### config.mk
export PLATFORM = sky130hd
export DESIGN_NAME = crc5_serial_gen
export DESIGN_NICKNAME = d
export VERILOG_FILES = /design/src/rtl/crc5_pkg.sv /design/src/rtl/crc5_shift_core.sv /design/src/rtl/crc5_flush_cnt.sv /design/src/rtl/crc5_seq_ctrl.sv /design/src/rtl/crc5_serial_gen.sv
export SDC_FILE = /design/constraint.sdc
export NUM_CORES = 1
export LEC_CHECK = 0
export ABC_CLOCK_PERIOD_IN_PS = 1570
export BUFFER_PORTS_ARGS = -buffer_cell sky130_fd_sc_hd__buf_2
export CAP_MARGIN = 30
export CORE_ASPECT_RATIO = 0.9
export CORE_UTILIZATION = 45
export CTS_CLUSTER_DIAMETER = 150
export DETAILED_ROUTE_END_ITERATION = 7
export PLACE_DENSITY = 0.69
export SETUP_SLACK_MARGIN = 0.5
export SYNTH_ARGS = -nofsm -noshare
export SYNTH_HDL_FRONTEND = slang
export SYNTH_HIERARCHICAL = 1
export SYNTH_SLANG_ARGS = --single-unit
### constraint.sdc
create_clock -name clk -period 1.57 [get_ports clk]
set_clock_uncertainty 0.2 [all_clocks]
set_input_delay 0.157 -clock clk [delete_from_list [all_inputs] [get_ports clk]]
set_output_delay 0.157 -clock clk [all_outputs]
set_load 0.02 [all_outputs]
### src/rtl/crc5_pkg.sv
package crc5_pkg;

    // Register width and the low terms of x^5 + x^2 + x + 1
    localparam int          CRC_W    = 5;
    localparam logic [4:0]  POLY_LOW = 5'b00111;

    typedef enum logic [1:0] {
        ST_IDLE  = 2'd0,
        ST_TAKE  = 2'd1,
        ST_FLUSH = 2'd2,
        ST_FIN   = 2'd3
    } crc_state_e;

endpackage

### src/rtl/crc5_shift_core.sv
module crc5_shift_core #(
    parameter int               W    = crc5_pkg::CRC_W,
    parameter logic [W-1:0]     POLY = crc5_pkg::POLY_LOW
) (
    input  logic         clk,
    input  logic         rst_n,
    input  logic         clr,
    input  logic         shift_en,
    input  logic         aug,
    input  logic         din,
    output logic [W-1:0] rem_o
);

    logic [W-1:0] rem_q;
    logic [W-1:0] rem_nxt;
    logic         fb;
    logic         lo_in;

    // Direct: data joins the feedback term. Augmented: data enters low end.
    assign fb    = aug ? rem_q[W-1] : (rem_q[W-1] ^ din);
    assign lo_in = aug ? din : 1'b0;

    for (genvar i = 0; i < W; i++) begin : g_bit
        if (i == 0) begin : g_lo
            assign rem_nxt[0] = lo_in ^ (POLY[0] & fb);
        end else begin : g_hi
            assign rem_nxt[i] = rem_q[i-1] ^ (POLY[i] & fb);
        end
    end

    always_ff @(posedge clk or negedge rst_n) begin
        if (!rst_n) begin
            rem_q <= '0;
        end else if (clr) begin
            rem_q <= '0;
        end else if (shift_en) begin
            rem_q <= rem_nxt;
        end
    end

    assign rem_o = rem_q;

endmodule

### src/rtl/crc5_flush_cnt.sv
module crc5_flush_cnt #(
    parameter int W = crc5_pkg::CRC_W
) (
    input  logic clk,
    input  logic rst_n,
    input  logic cnt_clr,
    input  logic cnt_en,
    output logic last_o
);

    localparam int CW = $clog2(W + 1);

    logic [CW-1:0] cnt_q;

    always_ff @(posedge clk or negedge rst_n) begin
        if (!rst_n) begin
            cnt_q <= '0;
        end else if (cnt_clr) begin
            cnt_q <= '0;
        end else if (cnt_en) begin
            cnt_q <= cnt_q + CW'(1);
        end
    end

    assign last_o = (cnt_q == CW'(W - 1));

endmodule

### src/rtl/crc5_seq_ctrl.sv
module crc5_seq_ctrl
    import crc5_pkg::*;
(
    input  logic       clk,
    input  logic       rst_n,
    input  logic       start,
    input  logic       mode_in,
    input  logic       bit_vld,
    input  logic       msg_end,
    input  logic       flush_last,
    output crc_state_e state_o,
    output logic       mode_q,
    output logic       reg_clr,
    output logic       shift_en,
    output logic       zero_in,
    output logic       cnt_clr,
    output logic       cnt_en,
    output logic       busy,
    output logic       done
);

    crc_state_e state_q;
    crc_state_e state_d;

    // State register and captured mode
    always_ff @(posedge clk or negedge rst_n) begin
        if (!rst_n) begin
            state_q <= ST_IDLE;
            mode_q  <= 1'b0;
        end else begin
            state_q <= state_d;
            if (start) begin
                mode_q <= mode_in;
            end
        end
    end

    // Transitions
    always_comb begin
        state_d = state_q;
        if (start) begin
            state_d = ST_TAKE;
        end else begin
            unique case (state_q)
                ST_IDLE:  state_d = ST_IDLE;
                ST_TAKE:  if (bit_vld && msg_end) state_d = mode_q ? ST_FLUSH : ST_FIN;
                ST_FLUSH: if (flush_last) state_d = ST_FIN;
                ST_FIN:   state_d = ST_IDLE;
                default:  state_d = ST_IDLE;
            endcase
        end
    end

    // Outputs
    always_comb begin
        reg_clr  = start;
        shift_en = 1'b0;
        zero_in  = 1'b0;
        cnt_clr  = 1'b0;
        cnt_en   = 1'b0;
        busy     = 1'b0;
        done     = 1'b0;
        unique case (state_q)
            ST_IDLE: begin
            end
            ST_TAKE: begin
                busy     = 1'b1;
                shift_en = bit_vld && !start;
                cnt_clr  = 1'b1;
            end
            ST_FLUSH: begin
                busy     = 1'b1;
                zero_in  = 1'b1;
                shift_en = !start;
                cnt_en   = !start;
            end
            ST_FIN: begin
                done = 1'b1;
            end
            default: begin
            end
        endcase
    end

    assign state_o = state_q;

endmodule

### src/rtl/crc5_serial_gen.sv
module crc5_serial_gen
    import crc5_pkg::*;
#(
    parameter int           W    = CRC_W,
    parameter logic [W-1:0] POLY = POLY_LOW
) (
    input  logic         clk,
    input  logic         rst_n,
    input  logic         start,
    input  logic         mode_aug,
    input  logic         bit_in,
    input  logic         bit_vld,
    input  logic         msg_end,
    output logic         busy,
    output logic         done,
    output logic [W-1:0] crc
);

    crc_state_e state_q;
    logic       mode_q;
    logic       reg_clr;
    logic       shift_en;
    logic       zero_in;
    logic       cnt_clr;
    logic       cnt_en;
    logic       flush_last;
    logic       din;

    crc5_seq_ctrl ctrl_i (
        .clk        (clk),
        .rst_n      (rst_n),
        .start      (start),
        .mode_in    (mode_aug),
        .bit_vld    (bit_vld),
        .msg_end    (msg_end),
        .flush_last (flush_last),
        .state_o    (state_q),
        .mode_q     (mode_q),
        .reg_clr    (reg_clr),
        .shift_en   (shift_en),
        .zero_in    (zero_in),
        .cnt_clr    (cnt_clr),
        .cnt_en     (cnt_en),
        .busy       (busy),
        .done       (done)
    );

    crc5_flush_cnt #(.W(W)) cnt_i (
        .clk     (clk),
        .rst_n   (rst_n),
        .cnt_clr (cnt_clr),
        .cnt_en  (cnt_en),
        .last_o  (flush_last)
    );

    assign din = zero_in ? 1'b0 : bit_in;

    crc5_shift_core #(.W(W), .POLY(POLY)) core_i (
        .clk      (clk),
        .rst_n    (rst_n),
        .clr      (reg_clr),
        .shift_en (shift_en),
        .aug      (mode_q),
        .din      (din),
        .rem_o    (crc)
    );

endmodule

# --- Word-level counts from Yosys, hierarchy flattened ---
# Index checks and enable logic that the tools add are counted.
word_totals:
  regBits: 11
  in_bits: 7
  output_inout_bits: 7
  elab_cells: 42
classes:
  add_sub_neg: 1
  n_eq_ne: 6
  n_mux: 18
  bitwise: 4
  n_reduce_logical: 9
op_table:
  columns: ["op", "n"]
  rows:
  - ["$mux 5", 2]
  - ["$mux 1", 9]
  - ["$mux 2", 3]
  - ["$mux 3", 2]
  - ["$ne 3x2->1 const B", 2]
  - ["$pmux 2 s3", 1]
  - ["$eq 2x2->1 const B", 2]
  - ["$reduce_bool 2->1", 2]
  - ["$reduce_or 2->1", 2]
  - ["$xor 1x1->1", 4]
  - ["$add 3x1->3 const B", 1]
  - ["$eq 3x3->1 const B", 1]
  - ["$eq 2x1->1 const B", 1]
  - ["$logic_and 1x1->1", 2]
  - ["$logic_not 2->1", 1]
  - ["$pmux 1 s2", 1]
  - ["$reduce_and 2->1", 1]
  - ["$logic_not 1->1", 1]

# --- Longest topological paths before layout ---
# Gate-level depths: netlist of the first run.
depth:
  word_depth: 8
  mapped_depth: 7

# --- Cells and area by module ---
# Netlist of the first run, hierarchy kept.
by_module_without_submodules:
  columns: ["module", "n_inst", "cells_per_inst", "area_per_inst_um2"]
  rows:
  - ["crc5_seq_ctrl", 1, 27, 259.0]
  - ["crc5_shift_core", 1, 22, 247.7]
  - ["crc5_flush_cnt", 1, 15, 162.7]
  - ["crc5_serial_gen", 1, 1, 13.8]

# --- Least setup slack after synthesis of the first run ---
# No wires, ideal clock.
synth_path:
  kind: "register to register"
  startpoint: "register ctrl_i.state_q[0], in the netlist ctrl_i/state_o[0]"
  endpoint: "register core_i.rem_q[4], in the netlist core_i/rem_o[4]"
  setup_time_ns: 0.119
  arrival_ns: 1.323
  t_required_ns: 1.251
  slack_ns: -0.072
  path_stages_with_launch: 7
  n_path_buf: 1
  synth_period_minus_slack_ns: 1.642
  path_cell_list: "dfrtp_1 -> inv_1 -> ha_1 -> nor3_1 -> buf_2 -> mux2i_1 -> nor2_1"
synth_between:
  elab_chain_cells: 3
synth_lines:
  columns: ["element", "line_no", "source"]
  rows:
  - ["start, declared", "crc5_seq_ctrl.sv:22", "crc_state_e state_q;"]
  - ["start signal, assigned", "crc5_seq_ctrl.sv:31", "state_q <= state_d;"]
  - ["$eq 2x2->1 / $eq 2x1->1 (equally long branches)", "crc5_seq_ctrl.sv:63", "unique case (state_q)"]
  - ["$pmux 1 s2 *", "crc5_seq_ctrl.sv:63", null]
  - ["via shift_en", "crc5_serial_gen.sv:22", "logic shift_en;"]
  - ["$reduce_bool 2->1 (no source line) *", null, null]
  - ["end signal, assigned", "crc5_shift_core.sv:37", "rem_q <= rem_nxt;"]
  - ["end, declared", "crc5_shift_core.sv:14", "logic [W-1:0] rem_q;"]
# The timed path passes the listed nets; every way through them passes the cells marked *.
# A chain may end at the register's enable or synchronous reset.

# --- Worst setup path after layout of the first run ---
layout_path:
  startpoint: "register ctrl_i.state_q[0], in the netlist ctrl_i/state_o[0]"
  endpoint: "register core_i.rem_q[2], in the netlist core_i/rem_o[2]"
# Same word-level chain as after synthesis.

==> results of run 1 <==
cell families after synthesis:
kind of cell	count (synthesis)	share of synthesized area, %
XOR/XNOR	6	7.69
AO/OA/AOI/OAI	11	11.9
buffers and inverters	7	4.58
multiplexers	6	8.97
adder cells (fa/ha/maj)	7	12.8
flip-flops	11	40.3
AND/OR/NAND/NOR	17	13.7
how the worst max path moves through the flow:
stage                                  startpoint                          end  slack [ps]  cells after the start
global route        ctrl_i/state_o[0]$_DFFE_PN0P_  core_i/rem_o[2]$_DFFE_PN0P_        -160                      7
finish              ctrl_i/state_o[0]$_DFFE_PN0P_  core_i/rem_o[2]$_DFFE_PN0P_         -90                      6
detailed placement  ctrl_i/state_o[1]$_DFFE_PN0P_  core_i/rem_o[2]$_DFFE_PN0P_        -180                      7
CTS                 ctrl_i/state_o[0]$_DFFE_PN0P_  core_i/rem_o[2]$_DFFE_PN0P_        -100                      6
floorplan           ctrl_i/state_o[1]$_DFFE_PN0P_  core_i/rem_o[4]$_DFFE_PN0P_          10                      7
global placement    ctrl_i/state_o[1]$_DFFE_PN0P_  core_i/rem_o[3]$_DFFE_PN0P_        -100                      7
through the flow:
stage / utilization [%] / setup TNS [ps]
after floorplan: - / 0
after global placement: 64.2 / -569
after detailed placement: 64.2 / -815
after CTS: 77.7 / -523
after global routing: 81.7 / -1100
final: 81.7 / -464
layer usage:
layer	GRT usage (%)	routed length, um
met2	40.9	828
met1	31.2	735
met4	15.9	78
met3	7.48	92
met5	0	0
final cells by class:
| cell class | instances | area, um^2 |
|---|---|---|
| inverters | 5 | 21.3 |
| repair buffers | 35 | 292 |
| clock buffers | 3 | 22.5 |
| clock inverters | 1 | 5.00 |
| fillers | 80 | 241 |
| multi-input cells | 47 | 444 |
| well taps | 14 | 17.5 |
| flip-flops and latches | 11 | 278 |
timing repair:
item                                   CTS  global route
pin swaps                                2             2
setup endpoints to repair               17            17
endpoints found under the hold margin   15             1
cloned                                   0             0
resized for setup                       24             9
buffers inserted                         8             3
placed cells by master (no fill, tap or decap), drive strengths merged, types with 2 or more instances in the layout:
cell,netlist,layout
nor2,8,8
clkbuf,0,3
xnor2,6,6
ha,7,7
a21oi,5,5
dfrtp,11,11
inv,5,5
nor2b,3,3
a21bo,2,2
mux2i,5,5
buf,2,34
flip-flops by register name, summed over array words and instances (netlist names):
signal          flops
ctrl_i/state_o      2
cnt_i/cnt_q         3
core_i/rem_o        5
ctrl_i/mode_q       1
where the power goes:
part	internal, W	switching [W]
Clock	0.0000947	0.000108
Sequential	0.000323	0.0000523
Combinational	0.000519	0.000376
==> results_dict.tcl, run 1 <==
set metrics [dict create \
    status "complete, but fails checks" \
    violations "hold timing, setup timing" \
    die_h_um 39.0 \
    whs_ps -90.3 \
    drive_above_1_share_pct 55.9 \
    syn_inst 65 \
    ir_drop_v 0.000906 \
    antenna_found_initial 0 \
    slew_viol_final 0 \
    cap_violations 0 \
    synth_area_leaders "dfrtp_1 40%, ha_1 13%, xnor2_1 7.7%" \
    crit_buf_inv 2 \
    place.gp.congestion 0.824 \
    syn_to_final_growth_pct 58.1 \
    power_density_nw_per_um2 1360 \
    hp-class "in -> reg" \
    critical_path_required_ps 1540 \
    root_buffer "clkbuf_4" \
    cp.arrival_ps 1630 \
    routed_wirelength_um 1740 \
    pre_cts_ws_ps -181 \
    cts_tree "yes" \
    die_w_um 43.1 \
    yosysSeqAreaShare_pct 40.3 \
    yosysTopAreaCell "dfrtp_1" \
    die-area_um2 1680 \
    dr.first_iter.drc_count 8 \
    synthTopCellsByCount "11 x dfrtp_1, 8 x nor2_1, 7 x ha_1" \
    reg2reg_slack_ps -90 \
    worst_pin_slew_ps 262 \
    yosysWarningCount 6 \
    syn_area_per_cell_um2 10.5 \
    dp_hpwl_um 1070 \
    max_slew_margin_pct 82.5 \
    finalNetCount 117 \
    whs_path_depth 2 \
    synth-async-reset-ratio_pct 100 \
    cts_max_level 1 \
    synth_edf_count 0 \
    cp_max_fo 6 \
    detailed_place.area_um2 848 \
    hp-start "mode_aug" \
    clkLatencyLatePin_ps 280 \
    grt_max_degree 12 \
    wl_per_cell_um 15.0 \
    cts_buffer_depth 2 \
    fin_crit_sh_pct 106 \
    setup-violations-final 8 \
    cp-end-kind "flip-flop" \
    yosys_register_bits 11 \
    total_power_w 0.00147 \
    core_um2 1320 \
    grt_overflow_total 0 \
    hold_end "ctrl_i/mode_q$_DFFE_PN0P_" \
    syn-num-nets 79 \
    dr.pass1.iters 4 \
    numCtsBuffers 3 \
    rows 12 \
    max_stage_delay_ps 420 \
    grt_pass1_vias 610 \
    critPathSlowestCell "dfrtp_1" \
    reg2reg_depth 6 \
    ant_nets 0 \
    worstReg2RegEnd "core_i/rem_o[2]$_DFFE_PN0P_" \
    r2r_start "ctrl_i/state_o[0]$_DFFE_PN0P_" \
    finalCriticalPeriod_ps 1660 \
    postCtsHoldBufs 1 \
    worst_slack_ps -92.4 \
    final_area_um2 1080 \
    start_kind "flip-flop" \
    initial_utilization_pct 51.7 \
    synth_most_common_cell "dfrtp_1" \
    grt_use_total_pct 25.7 \
    clock-sinks 11 \
    fmax_ghz 0.602 \
    path_cells "inv_2, ha_4, nor3_2, buf_4, mux2i_1, nor2_1" \
    netlist-cell-type-count 24 \
    rsz0062_at_grt "true" \
    viasPerCell 5.21 \
    critPathTopFamily "flip-flops" \
    yosys_most_used_dff "dfrtp_1" \
    drc 0 \
    syn_area_um2 683 \
    antenna_cells 0 \
    io_buffers 13 \
    worstSetupPathType "reg -> reg" \
    grt_pass1_wl_um 2860 \
    ioPinCount 14 \
    synth_top_area_share_pct 40.3 \
    leakage_nw 0.495 \
    vias 604 \
    place_inst 100 \
    layout.cells.non_filler 116 \
    clkTransAtPathRegs_ps 80 \
    hold_viol 1 \
]
Note: power is estimated with default switching activity, not from simulation.
==> run 2, diff against run 1 <==
Settings changed: ABC_AREA from default to 1, ABC_CLOCK_PERIOD_IN_PS 1570 to 2050, PLACE_DENSITY 0.69 to 0.66.
Clock period 1.57 ns to 2.05 ns, I/O delays scaled along.
==> run 2 against run 1 <==
The run now ends clean. Sequential share of layout area rose by 2.6 points. Clock-buffer cell count did not move. Combinational power fell by 37%.
==> results_dict.tcl, run 2 <==
set metrics [dict create \
    setup-violations-final 0 \
    grt_overflow_total 0 \
    antenna_found_initial 0 \
    syn_area_um2 733 \
    clkLatencyLatePin_ps 270 \
    clkTransAtPathRegs_ps 70 \
    grt_pass1_wl_um 2620 \
    vias 647 \
    critical_path_required_ps 1640 \
    detailed_place.area_um2 822 \
    status "finished, final reports clean" \
    reg2reg_depth 8 \
    finalNetCount 135 \
    max_stage_delay_ps 460 \
    core_um2 1480 \
    multi_input_area_um2 433 \
    critPathSlowestCell "dfrtp_2" \
    wl_per_cell_um 10.3 \
    ir_drop_v 0.000725 \
    place.gp.congestion 0.788 \
    cp.depth 3 \
    syn-num-nets 111 \
    yosysTopAreaCell "dfrtp_1" \
    finalCriticalPeriod_ps 1590 \
    cp-endpoint "done" \
    die_h_um 40.3 \
    mostFrequentLayoutCells "22 x nand2_1, 15 x inv_1, 12 x buf_2, 10 x nand3_1, 10 x dfrtp_1" \
    worstReg2RegEnd "core_i/rem_o[0]$_DFFE_PN0P_" \
    antenna_cells 0 \
    cts_tree "yes" \
    fin_crit_sh_pct 77.6 \
    viasPerCell 4.56 \
    synth_top_area_share_pct 37.5 \
    die_w_um 44.6 \
    yosys_most_used_dff "dfrtp_1" \
    power_density_nw_per_um2 1030 \
    rsz0062_at_grt "true" \
    synth_most_common_cell "nand2_1" \
    dp_hpwl_um 1080 \
    cts_max_level 1 \
    grt_max_degree 12 \
    yosys_register_bits 11 \
    layout_commonest_cell "nand2_1" \
    path_cells "buf_4, ha_1, buf_2" \
    synth_area_leaders "dfrtp_1 38%, ha_1 12%, nand2_1 12%" \
    numCtsBuffers 3 \
    hold_viol 0 \
    dr.first_iter.drc_count 13 \
    synth_edf_count 0 \
    clock-sinks 11 \
    crit_buf_inv 2 \
    grt_pass1_vias 610 \
    largest_reg_flops 5 \
    cp.arrival_ps 1190 \
    final.setup.tns_ps 0 \
    r2r_start "ctrl_i/state_o[1]$_DFFE_PN0P_" \
    slew_viol_final 0 \
    grt_use_total_pct 21.6 \
    regArea_um2 277 \
    worst_pin_slew_ps 254 \
    cp_max_fo 5 \
    whs_ps 67.5 \
    routed_wirelength_um 1470 \
    start_kind "flip-flop" \
    dr.pass1.iters 4 \
    ioPinCount 14 \
    die-area_um2 1800 \
    synth-async-reset-ratio_pct 100 \
    hp-class "in -> reg" \
    leakage_nw 0.513 \
    worstSetupPathType "reg -> out" \
    fillers 129 \
    yosysSeqAreaShare_pct 37.5 \
    final_area_um2 976 \
    cts_buffer_depth 2 \
    total_power_w 0.00100 \
    drive_above_1_share_pct 40.8 \
    io_buffers 13 \
    drc 0 \
    syn_to_final_growth_pct 33.1 \
    syn_area_per_cell_um2 7.56 \
    synthTopCellsByCount "23 x nand2_1, 19 x inv_1, 14 x nand3_1" \
    max_slew_margin_pct 83.1 \
    initial_utilization_pct 49.5 \
    critPathTopFamily "flip-flops" \
    ant_nets 0 \
    cp-end-kind "output port" \
    reg2reg_slack_ps 510 \
    yosysWarningCount 6 \
    syn_inst 97 \
    rows 13 \
    netlist-cell-type-count 16 \
    root_buffer "clkbuf_4" \
    cp-startpoint "ctrl_i/state_o[1]$_DFFE_PN0P_" \
    cap_violations 0 \
    fmax_ghz 0.629 \
]
run 2: cell types whose count changed in the layout (fill, tap and decap cells not counted), sizes merged, moves of 2 or more:
cell and delta:
nand2 +26, buf -16, inv +16, nand3 +16
xnor2 -6, mux2i -5, o21ai +5, a21oi -3
nor2b -3, a21bo -2, nor2 -2
run 2: cells by family after synthesis:
logic type	after synthesis	share of synthesized area (%)
simple gates	49	32.8
compound gates	8	5.97
flops	11	37.5
fa+ha+maj	7	11.9
buf+inv	22	11.8
run 2: per-layer routing:
| layer | up-vias | share of wire [%] | GRT usage [%] |
|---|---|---|---|
| li1 | 342 | - | - |
| met1 | 294 | 43 | 24.1 |
| met2 | 9 | 52 | 40.1 |
| met3 | 2 | 3.3 | 6.76 |
| met4 | 0 | 1.0 | 6.82 |
| met5 | - | 0 | 0 |
run 2: worst min-delay path by stage:
stage,end,from,cells after the start,slack [ps]
final,ctrl_i/mode_q$_DFFE_PN0P_,start,3,70
after global routing,ctrl_i/mode_q$_DFFE_PN0P_,start,2,120
after CTS,ctrl_i/mode_q$_DFFE_PN0P_,start,3,60
after detailed placement,core_i/rem_o[1]$_DFFE_PN0P_,rst_n,1,-110
after global placement,core_i/rem_o[1]$_DFFE_PN0P_,rst_n,1,-110
after floorplan,cnt_i/cnt_q[0]$_DFFE_PN0P_,rst_n,0,-290
run 2: area by class of cell:
type                       instances  share of cell area (%)
timing repair buffer              20                    13.6
clock buffer                       3                    2.31
clock inverter                     1                   0.513
multi-input combinational         64                    44.4
sequential                        11                    28.3
inverter                          21                    8.08
tap                               22                    2.82
run 2: metrics by stage:
stage	setup WS, ps	utilization, %	cells
global placement	458	55.5	131
finish	459	65.9	142
floorplan	543	-	97
detailed placement	417	55.5	131
global route	394	65.9	142
CTS	454	64.3	141
run 2: where the power goes:
group | switching (W) | total [W] | internal (W)
clock | 0.0000748 | 0.000147 | 0.0000722
combinational | 0.000310 | 0.000566 | 0.000256
sequential | 0.0000369 | 0.000290 | 0.000253
run 2: what timing repair did:
| action | in CTS | in global routing |
|---|---|---|
| gates resized for setup | 15 | 5 |
| buffers inserted | 4 | 1 |
| endpoints found under the hold margin | 12 | 0 |
| endpoints found under the setup margin | 6 | 8 |
| pin swaps | 8 | 5 |
| hold buffers | 2 | 0 |
run 2: worst reg2reg max path, stage by stage (launching register included):
cell,delay [ps]
dfrtp_2,460
inv_2,100
ha_4,130
nand3_2,60
a21oi_2,170
inv_2,70
nor2_4,150
nand3_2,70
o21ai_1,70
